## config.mk

```make
export PLATFORM = sky130hd
export DESIGN_NAME = gts_timestamp_gen
export DESIGN_NICKNAME = d
export VERILOG_FILES = /design/src/rtl/gts_pkg.sv /design/src/rtl/gts_frame_parser.sv /design/src/rtl/gts_time_conv.sv /design/src/rtl/gts_delay_meter.sv /design/src/rtl/gts_clock_core.sv /design/src/rtl/gts_timestamp_gen.sv
export SDC_FILE = /design/constraint.sdc
export NUM_CORES = 2
export LEC_CHECK = 0
export ABC_AREA = 1
export CORE_UTILIZATION = 25
export CTS_BUF_LIST = sky130_fd_sc_hd__clkbuf_2
export CTS_CLUSTER_SIZE = 24
export DETAILED_ROUTE_END_ITERATION = 6
export MAX_ROUTING_LAYER = met4
export PLACE_DENSITY = 0.45
export SKIP_LAST_GASP = 1
export SLEW_MARGIN = 15
export SYNTH_ARGS = -nofsm -noshare
export SYNTH_HDL_FRONTEND = slang
export SYNTH_SLANG_ARGS = --single-unit
export TNS_END_PERCENT = 50
```

## constraint.sdc

```tcl
create_clock -name clk -period 25 [get_ports clk]
set_clock_uncertainty 0.15 [all_clocks]
set_input_delay 5 -clock clk [delete_from_list [all_inputs] [get_ports clk]]
set_output_delay 5 -clock clk [all_outputs]
set_load 0.01 [all_outputs]
```

## src/rtl/gts_pkg.sv

```systemverilog
package gts_pkg;
  localparam logic [7:0] SYNC_A     = 8'hA0;
  localparam logic [7:0] SYNC_B     = 8'hA2;
  localparam logic [7:0] TAIL_A     = 8'hB0;
  localparam logic [7:0] TAIL_B     = 8'hB3;
  localparam logic [7:0] CLK_STAT_ID = 8'h07;
  localparam logic [31:0] SECS_PER_WEEK = 32'd604800;
  localparam logic [31:0] GPS_EPOCH_POSIX = 32'd315964800;

  typedef enum logic [3:0] {
    PS_HUNT0, PS_HUNT1, PS_LEN_HI, PS_LEN_LO, PS_BODY,
    PS_CK_HI, PS_CK_LO, PS_TAIL0, PS_TAIL1
  } parse_st_t;

  typedef enum logic {DM_IDLE, DM_MEAS} dly_st_t;

  typedef struct packed {
    logic [15:0] week;
    logic [31:0] tow_cs;
  } gps_time_t;
endpackage

```

## src/rtl/gts_frame_parser.sv

```systemverilog
module gts_frame_parser
  import gts_pkg::*;
#(
  parameter int unsigned MAX_LEN = 1023
) (
  input  logic       clk,
  input  logic       rst_n,
  input  logic [7:0] byte_i,
  input  logic       take_i,
  output gps_time_t  time_o,
  output logic       done_o
);
  localparam int unsigned LEN_W = 15;

  parse_st_t        st;
  logic [LEN_W-1:0] len;
  logic [LEN_W-1:0] idx;
  logic [14:0]      sum;
  logic [6:0]       ck_hi;
  logic             ck_ok;
  logic [7:0]       msg_id;
  logic [15:0]      wk_acc;
  logic [31:0]      tow_acc;
  logic [LEN_W-1:0] new_len;

  assign new_len = {len[14:8], byte_i};

  always_ff @(posedge clk) begin
    if (!rst_n) begin
      st      <= PS_HUNT0;
      len     <= '0;
      idx     <= '0;
      sum     <= '0;
      ck_hi   <= '0;
      ck_ok   <= 1'b0;
      msg_id  <= '0;
      wk_acc  <= '0;
      tow_acc <= '0;
      time_o  <= '0;
      done_o  <= 1'b0;
    end else begin
      done_o <= 1'b0;
      if (take_i) begin
        unique case (st)
          PS_HUNT0: if (byte_i == SYNC_A) st <= PS_HUNT1;
          PS_HUNT1: begin
            if (byte_i == SYNC_B) st <= PS_LEN_HI;
            else if (byte_i != SYNC_A) st <= PS_HUNT0;
          end
          PS_LEN_HI: begin
            len[14:8] <= byte_i[6:0];
            st <= byte_i[7] ? PS_HUNT0 : PS_LEN_LO;
          end
          PS_LEN_LO: begin
            if (new_len == '0 || new_len > LEN_W'(MAX_LEN)) begin
              st <= PS_HUNT0;
            end else begin
              len <= new_len;
              idx <= '0;
              sum <= '0;
              st  <= PS_BODY;
            end
          end
          PS_BODY: begin
            sum <= sum + 15'(byte_i);
            case (idx)
              15'd0: msg_id         <= byte_i;
              15'd1: wk_acc[15:8]   <= byte_i;
              15'd2: wk_acc[7:0]    <= byte_i;
              15'd3: tow_acc[31:24] <= byte_i;
              15'd4: tow_acc[23:16] <= byte_i;
              15'd5: tow_acc[15:8]  <= byte_i;
              15'd6: tow_acc[7:0]   <= byte_i;
              default: ;
            endcase
            idx <= idx + 1'b1;
            if (idx == len - 1'b1) st <= PS_CK_HI;
          end
          PS_CK_HI: begin
            ck_hi <= byte_i[6:0];
            st <= byte_i[7] ? PS_HUNT0 : PS_CK_LO;
          end
          PS_CK_LO: begin
            ck_ok <= ({ck_hi, byte_i} == sum);
            st    <= PS_TAIL0;
          end
          PS_TAIL0: begin
            if (byte_i == TAIL_A) st <= PS_TAIL1;
            else if (byte_i == SYNC_A) st <= PS_HUNT1;
            else st <= PS_HUNT0;
          end
          PS_TAIL1: begin
            if (byte_i == TAIL_B && ck_ok && msg_id == CLK_STAT_ID && len >= 15'd7) begin
              done_o <= 1'b1;
              time_o <= '{week: wk_acc, tow_cs: tow_acc};
            end
            st <= (byte_i == SYNC_A) ? PS_HUNT1 : PS_HUNT0;
          end
          default: st <= PS_HUNT0;
        endcase
      end
    end
  end

  // payload is only walked with a legal length
  p_len_range_r1: assert property (@(posedge clk) disable iff (!rst_n)
    (st == PS_BODY) |-> (len != '0 && len <= LEN_W'(MAX_LEN)));
  // an accepted message is a single-cycle event
  p_done_pulse_r3: assert property (@(posedge clk) disable iff (!rst_n)
    done_o |=> !done_o);
endmodule

```

## src/rtl/gts_time_conv.sv

```systemverilog
module gts_time_conv
  import gts_pkg::*;
#(
  parameter int unsigned LEAP_SECS = 15
) (
  input  logic        clk,
  input  logic        rst_n,
  input  gps_time_t   time_i,
  input  logic        vld_i,
  output logic [31:0] posix_o,
  output logic        vld_o
);
  logic [31:0] wk_secs;
  logic [31:0] tow_secs;
  logic [31:0] posix_c;

  always_comb begin
    wk_secs  = 32'(time_i.week) * SECS_PER_WEEK;
    tow_secs = time_i.tow_cs / 32'd100;
    posix_c  = GPS_EPOCH_POSIX + wk_secs + tow_secs - 32'(LEAP_SECS);
  end

  always_ff @(posedge clk) begin
    if (!rst_n) begin
      posix_o <= '0;
      vld_o   <= 1'b0;
    end else begin
      vld_o <= vld_i;
      if (vld_i) posix_o <= posix_c;
    end
  end

  // converted value appears exactly one cycle after the parser result
  p_conv_follow_r4: assert property (@(posedge clk) disable iff (!rst_n)
    vld_i |=> vld_o);
endmodule

```

## src/rtl/gts_delay_meter.sv

```systemverilog
module gts_delay_meter
  import gts_pkg::*;
#(
  parameter int unsigned DLY_W = 16
) (
  input  logic             clk,
  input  logic             rst_n,
  input  logic             start_i,
  input  logic             return_i,
  output logic             launch_o,
  output logic [DLY_W-1:0] one_way_o
);
  dly_st_t          st;
  logic [DLY_W-1:0] timer;
  logic             ret_m;
  logic             ret_s;

  always_ff @(posedge clk) begin
    if (!rst_n) begin
      ret_m <= 1'b0;
      ret_s <= 1'b0;
    end else begin
      ret_m <= return_i;
      ret_s <= ret_m;
    end
  end

  always_ff @(posedge clk) begin
    if (!rst_n) begin
      st        <= DM_IDLE;
      timer     <= '0;
      launch_o  <= 1'b0;
      one_way_o <= '0;
    end else begin
      unique case (st)
        DM_IDLE: if (start_i) begin
          launch_o <= 1'b1;
          timer    <= '0;
          st       <= DM_MEAS;
        end
        DM_MEAS: begin
          if (ret_s) begin
            one_way_o <= timer >> 1;
            launch_o  <= 1'b0;
            st        <= DM_IDLE;
          end else if (timer != '1) begin
            timer <= timer + 1'b1;
          end
        end
        default: st <= DM_IDLE;
      endcase
    end
  end

  // the launch line falls once the return is seen
  p_launch_drop_r10: assert property (@(posedge clk) disable iff (!rst_n)
    (st == DM_MEAS && ret_s) |=> (!launch_o && st == DM_IDLE));
  // launch is only ever high while measuring
  p_launch_meas_r10: assert property (@(posedge clk) disable iff (!rst_n)
    launch_o |-> (st == DM_MEAS));
endmodule

```

## src/rtl/gts_clock_core.sv

```systemverilog
module gts_clock_core #(
  parameter int unsigned CNT_W        = 32,
  parameter int unsigned NOMINAL_CLKS = 100_000_000,
  parameter int unsigned PS_STEP      = 10000,
  parameter int unsigned DLY_W        = 16
) (
  input  logic             clk,
  input  logic             rst_n,
  input  logic             pps_i,
  input  logic             load_vld_i,
  input  logic [31:0]      load_sec_i,
  input  logic [DLY_W-1:0] delay_i,
  output logic [31:0]      sec_o,
  output logic [63:0]      ps_o,
  output logic [CNT_W-1:0] drift_o,
  output logic             locked_o
);
  logic             pps_m, pps_s, pps_d;
  logic             ext_edge;
  logic             seen_edge;
  logic             drift_vld;
  logic [CNT_W-1:0] cnt;
  logic [CNT_W-1:0] ph;
  logic [CNT_W-1:0] period;
  logic             tick;
  logic             pending;
  logic [31:0]      pend_sec;

  always_ff @(posedge clk) begin
    if (!rst_n) begin
      pps_m <= 1'b0;
      pps_s <= 1'b0;
      pps_d <= 1'b0;
    end else begin
      pps_m <= pps_i;
      pps_s <= pps_m;
      pps_d <= pps_s;
    end
  end

  assign ext_edge = pps_s & ~pps_d;
  assign period   = drift_vld ? drift_o : CNT_W'(NOMINAL_CLKS);
  assign tick     = (ph >= period - 1'b1);

  // drift measurement
  always_ff @(posedge clk) begin
    if (!rst_n) begin
      cnt       <= '0;
      seen_edge <= 1'b0;
      drift_vld <= 1'b0;
      drift_o   <= '0;
    end else if (ext_edge) begin
      cnt       <= CNT_W'(1);
      seen_edge <= 1'b1;
      if (seen_edge) begin
        drift_o   <= cnt;
        drift_vld <= 1'b1;
      end
    end else if (cnt != '1) begin
      cnt <= cnt + 1'b1;
    end
  end

  // internal second phase
  always_ff @(posedge clk) begin
    if (!rst_n)        ph <= '0;
    else if (ext_edge) ph <= CNT_W'(delay_i);
    else if (tick)     ph <= '0;
    else               ph <= ph + 1'b1;
  end

  // seconds and sub-second counters
  always_ff @(posedge clk) begin
    if (!rst_n) begin
      pending  <= 1'b0;
      pend_sec <= '0;
      sec_o    <= '0;
      ps_o     <= '0;
      locked_o <= 1'b0;
    end else begin
      if (load_vld_i) begin
        pending  <= 1'b1;
        pend_sec <= load_sec_i;
      end else if (tick) begin
        pending <= 1'b0;
      end
      if (tick) begin
        ps_o <= '0;
        if (pending) begin
          sec_o    <= pend_sec + 32'd1;
          locked_o <= 1'b1;
        end else begin
          sec_o <= sec_o + 32'd1;
        end
      end else begin
        ps_o <= ps_o + 64'(PS_STEP);
      end
    end
  end

  // free-running advance by one at a boundary with nothing pending
  p_sec_free_r6: assert property (@(posedge clk) disable iff (!rst_n)
    (tick && !pending) |=> (sec_o == $past(sec_o) + 32'd1));
  // sub-second count restarts at a boundary
  p_ps_restart_r7: assert property (@(posedge clk) disable iff (!rst_n)
    tick |=> (ps_o == '0));
  // lock never drops once gained
  p_lock_sticky_r5: assert property (@(posedge clk) disable iff (!rst_n)
    locked_o |=> locked_o);
  // drift captures the interval counter at an edge
  p_drift_capture_r8: assert property (@(posedge clk) disable iff (!rst_n)
    (ext_edge && seen_edge) |=> (drift_o == $past(cnt)));
endmodule

```

## src/rtl/gts_timestamp_gen.sv

```systemverilog
module gts_timestamp_gen
  import gts_pkg::*;
#(
  parameter int unsigned MAX_LEN      = 1023,
  parameter int unsigned LEAP_SECS    = 15,
  parameter int unsigned CNT_W        = 32,
  parameter int unsigned NOMINAL_CLKS = 100_000_000,
  parameter int unsigned PS_STEP      = 10000,
  parameter int unsigned DLY_W        = 16
) (
  input  logic             clk,
  input  logic             rst_n,
  input  logic [7:0]       gps_byte,
  input  logic             gps_valid,
  output logic             gps_ready,
  input  logic             pps_in,
  input  logic             dly_start,
  input  logic             dly_return,
  output logic             dly_launch,
  output logic [31:0]      ts_seconds,
  output logic [63:0]      ts_picos,
  output logic [CNT_W-1:0] drift_clks,
  output logic [DLY_W-1:0] one_way_clks,
  output logic             time_locked
);
  gps_time_t   gtime;
  logic        gdone;
  logic [31:0] posix;
  logic        posix_vld;
  logic        take;

  always_ff @(posedge clk) begin
    if (!rst_n) gps_ready <= 1'b0;
    else        gps_ready <= 1'b1;
  end

  assign take = gps_valid & gps_ready;

  gts_frame_parser #(.MAX_LEN(MAX_LEN)) u_parser (
    .clk(clk), .rst_n(rst_n), .byte_i(gps_byte), .take_i(take),
    .time_o(gtime), .done_o(gdone)
  );

  gts_time_conv #(.LEAP_SECS(LEAP_SECS)) u_conv (
    .clk(clk), .rst_n(rst_n), .time_i(gtime), .vld_i(gdone),
    .posix_o(posix), .vld_o(posix_vld)
  );

  gts_delay_meter #(.DLY_W(DLY_W)) u_dly (
    .clk(clk), .rst_n(rst_n), .start_i(dly_start), .return_i(dly_return),
    .launch_o(dly_launch), .one_way_o(one_way_clks)
  );

  gts_clock_core #(
    .CNT_W(CNT_W), .NOMINAL_CLKS(NOMINAL_CLKS), .PS_STEP(PS_STEP), .DLY_W(DLY_W)
  ) u_core (
    .clk(clk), .rst_n(rst_n), .pps_i(pps_in), .load_vld_i(posix_vld),
    .load_sec_i(posix), .delay_i(one_way_clks), .sec_o(ts_seconds),
    .ps_o(ts_picos), .drift_o(drift_clks), .locked_o(time_locked)
  );
endmodule

```

==> results.json <==
{
  "clkTransAtPathRegs_ns": 0.11,
  "track_usage_pct": 14.9,
  "setup_viol": 0,
  "status": "finished clean",
  "die_area_sq_mm": 0.123,
  "power_mw": 1.43,
  "yosysWarnings": 0,
  "cts_sinks": 454,
  "hold_depth": 2,
  "grt_pass1_vias": 26300,
  "stdcell_count": 6175,
  "timing.fmax_mhz": 69.6,
  "rsz0062_at_grt": "false",
  "powerDensity_mw_per_mm2": 40.6,
  "drt_pre_antenna_iters": 5,
  "root_buffer": "clkbuf_2",
  "dpl.cell_count": 5943,
  "finalHoldViolations": 0,
  "numPortBuffers": 155,
  "syn_inst": 4267,
  "io_pins": 161,
  "ys_seq_elements": 454,
  "p_leak_nw": 15.3,
  "drt_iter0_drc": 1562,
  "async_flop_share_pct": 0,
  "crit_fanout": 10,
  "core_sq_mm": 0.120,
  "slowest_stage": "dfxtp_1",
  "yosysUniqueCellTypes": 75,
  "wl_per_cell_um": 14.4,
  "synth_flop_cell": "dfxtp_1",
  "cpPeakStageDelay_ns": 0.51,
  "drcViolationCount": 0,
  "worst_slew_pin_slew_ns": 1.07,
  "final_nets": 4730,
  "post_cts_buffers": 0,
  "drt-total-wl_mm": 89.0,
  "ant_nets": 0,
  "clock_latency_ns": 1.46,
  "cts_hold_buf": 0,
  "crit_top_cell": "nand2_2",
  "crit_required_ns": 26.20,
  "initial_core_util_pct": 25.3,
  "final_cell_mix": "inv_1 (630), nand2_1 (629), dfxtp_1 (452), a21oi_1 (372), nor2_1 (333)",
  "grt_max_degree": 104,
  "hp-class": "flop to flop",
  "slew_viol_final": 0,
  "cts_buffer_depth": 3,
  "arrival_ns": 15.57,
  "setup.worst_path.start_class": "flop",
  "gp_congestion": 0.861,
  "fillCellCount": 13400,
  "ys_seq_area_share_pct": 29.8,
  "gr-total-overflow": 0,
  "crit_path_end_kind": "flop",
  "max_slew_margin_pct": 28.6,
  "vias_per_cell": 4.45,
  "worst_slack_ns": 10.62,
  "maxCapViolCount": 0,
  "numCtsBuffers": 134,
  "vdd_drop_max_mv": 0.0392,
  "tritoncts": "done",
  "fin_tns_setup_ns": 0,
  "drive_gt1_share_pct": 12.7,
  "worstRegToRegCells": 124,
  "htreeDepth": 4,
  "crit_type": "flop to flop",
  "antenna_found_initial": 8,
  "syn_area_per_cell_sq_um": 7.15,
  "synth_edf_count": 0,
  "dp_hpwl_mm": 66.7,
  "netlist_area_sq_mm": 0.0305,
  "post_cts_resized": 0,
  "die_w_um": 351,
  "dp_slack_ns": 10.62,
  "grt_pass1_wl_mm": 142,
  "die_h_um": 351,
  "area_growth_pct": 15.0,
  "rows": 127,
  "vias": 27500,
  "period_needed_ns": 14.38,
  "final_common_cell": "inv_1",
  "period_share_pct": 57.5
}
-- path summary, 6_finish.rpt --
path	from	slack [ns]	to
setup reg to reg	u_parser.time_o[31]	10.62	u_conv.posix_o[31]
setup / recovery	u_parser.time_o[31]	10.62	u_conv.posix_o[31]
hold reg to reg	u_parser.wk_acc[6]	0.28	u_parser.time_o[38]
hold / removal	u_parser.wk_acc[6]	0.28	u_parser.time_o[38]
-- cell type report --
type / instances / area (sq um) / area share [%]
Tap cell: 1612 / 2020 / 5.75
Clock inverter: 34 / 313 / 0.892
Sequential cell: 454 / 9090 / 25.9
Clock buffer: 194 / 971 / 2.77
Timing Repair Buffer: 182 / 1760 / 5.00
Inverter: 683 / 2590 / 7.38
Multi-Input combinational cell: 3012 / 18300 / 52.3
Antenna cell: 4 / 10.0 / 0.0285
-- state kept, by name, indices dropped and copies added (netlist names), 4 cells and up --
| signal | count |
|---|---|
| u_conv.posix_o | 32 |
| u_core.cnt | 32 |
| u_core.drift_o | 32 |
| u_core.pend_sec | 32 |
| u_core.ph | 32 |
| u_core.ps_o | 60 |
| u_core.sec_o | 32 |
| u_dly.one_way_o | 15 |
| u_dly.timer | 16 |
| u_parser.ck_hi | 7 |
| u_parser.idx | 15 |
| u_parser.len | 15 |
| u_parser.msg_id | 8 |
| u_parser.st | 4 |
| u_parser.sum | 15 |
| u_parser.time_o | 46 |
| u_parser.tow_acc | 30 |
| u_parser.wk_acc | 16 |
-- per-layer routing --
| layer | GRT usage (%) | wire, um | vias to the layer above |
|---|---|---|---|
| met1 | 20.3 | 45000 | 12400 |
| li1 | - | - | 14400 |
| met3 | 3.07 | 4560 | 157 |
| met5 | - | 0 | - |
| met2 | 21.8 | 37700 | 504 |
| met4 | 4.89 | 1850 | 0 |
-- power by group --
| group | switching (mW) | internal (mW) |
|---|---|---|
| Clock | 0.354 | 0.269 |
| Combinational | 0.0452 | 0.0209 |
| Sequential | 0.00756 | 0.729 |
-- logic make-up after synthesis --
group / share of synthesized area (%)
xor gates and xnor gates: 5.37
adders and majority gates: 11.8
other: 0.0123
buffers and inverters: 10.2
DFF: 29.8
and+or+nand+nor: 28.2
AOI/OAI and AO/OA: 14.5
muxes: 0.131
-- synth_stat cells, drive strengths merged, types with 3 or more instances --
library cell | count | share of area (%)
nand2 | 822 | 12
inv | 675 | 8.4
dfxtp | 454 | 30
a21oi | 377 | 6.3
nor2 | 360 | 4.8
o21ai | 354 | 6.0
nand3 | 295 | 5.2
ha | 186 | 7.6
xor2 | 125 | 3.6
clkbuf | 109 | 1.4
nor3 | 102 | 1.7
nand4 | 86 | 2.2
fa | 63 | 4.1
xnor2 | 62 | 1.8
nor4 | 31 | 0.64
a31oi | 18 | 0.37
nor3b | 18 | 0.44
or2 | 14 | 0.29
a211oi | 12 | 0.30
o21bai | 11 | 0.27
buf | 10 | 0.20
a21o | 8 | 0.23
and3 | 8 | 0.16
clkinv | 8 | 0.11
o21a | 7 | 0.17
or4 | 6 | 0.15
o211ai | 5 | 0.12
a221oi | 4 | 0.11
mux2i | 4 | 0.13
nand3b | 4 | 0.098
a2111oi | 3 | 0.086
a21boi | 3 | 0.086
a311oi | 3 | 0.086
-- critical path: cells and delay by family, from the launching register on --
family / cells / cell delay [ns]
flops: 1 / 0.51
simple gates: 108 / 11.50
fa+ha+maj: 2 / 0.54
compound gates: 7 / 0.82
buf+inv: 6 / 0.45
xor+xnor: 1 / 0.27
-- stage by stage --
step / area (sq um) / util, % / hold WS (ns)
6_report: 35100 / 29.1 / 0.281
5_1_grt: 35100 / 29.1 / 0.298
4_1_cts: 35100 / 29.1 / 0.284
3_5_place_dp: 33800 / 28.1 / 0.256
3_3_place_gp: 33800 / 28.1 / 0.264
2_1_floorplan: 30500 / - / 0.240
No activity file was read; power rests on OpenSTA's default activity.
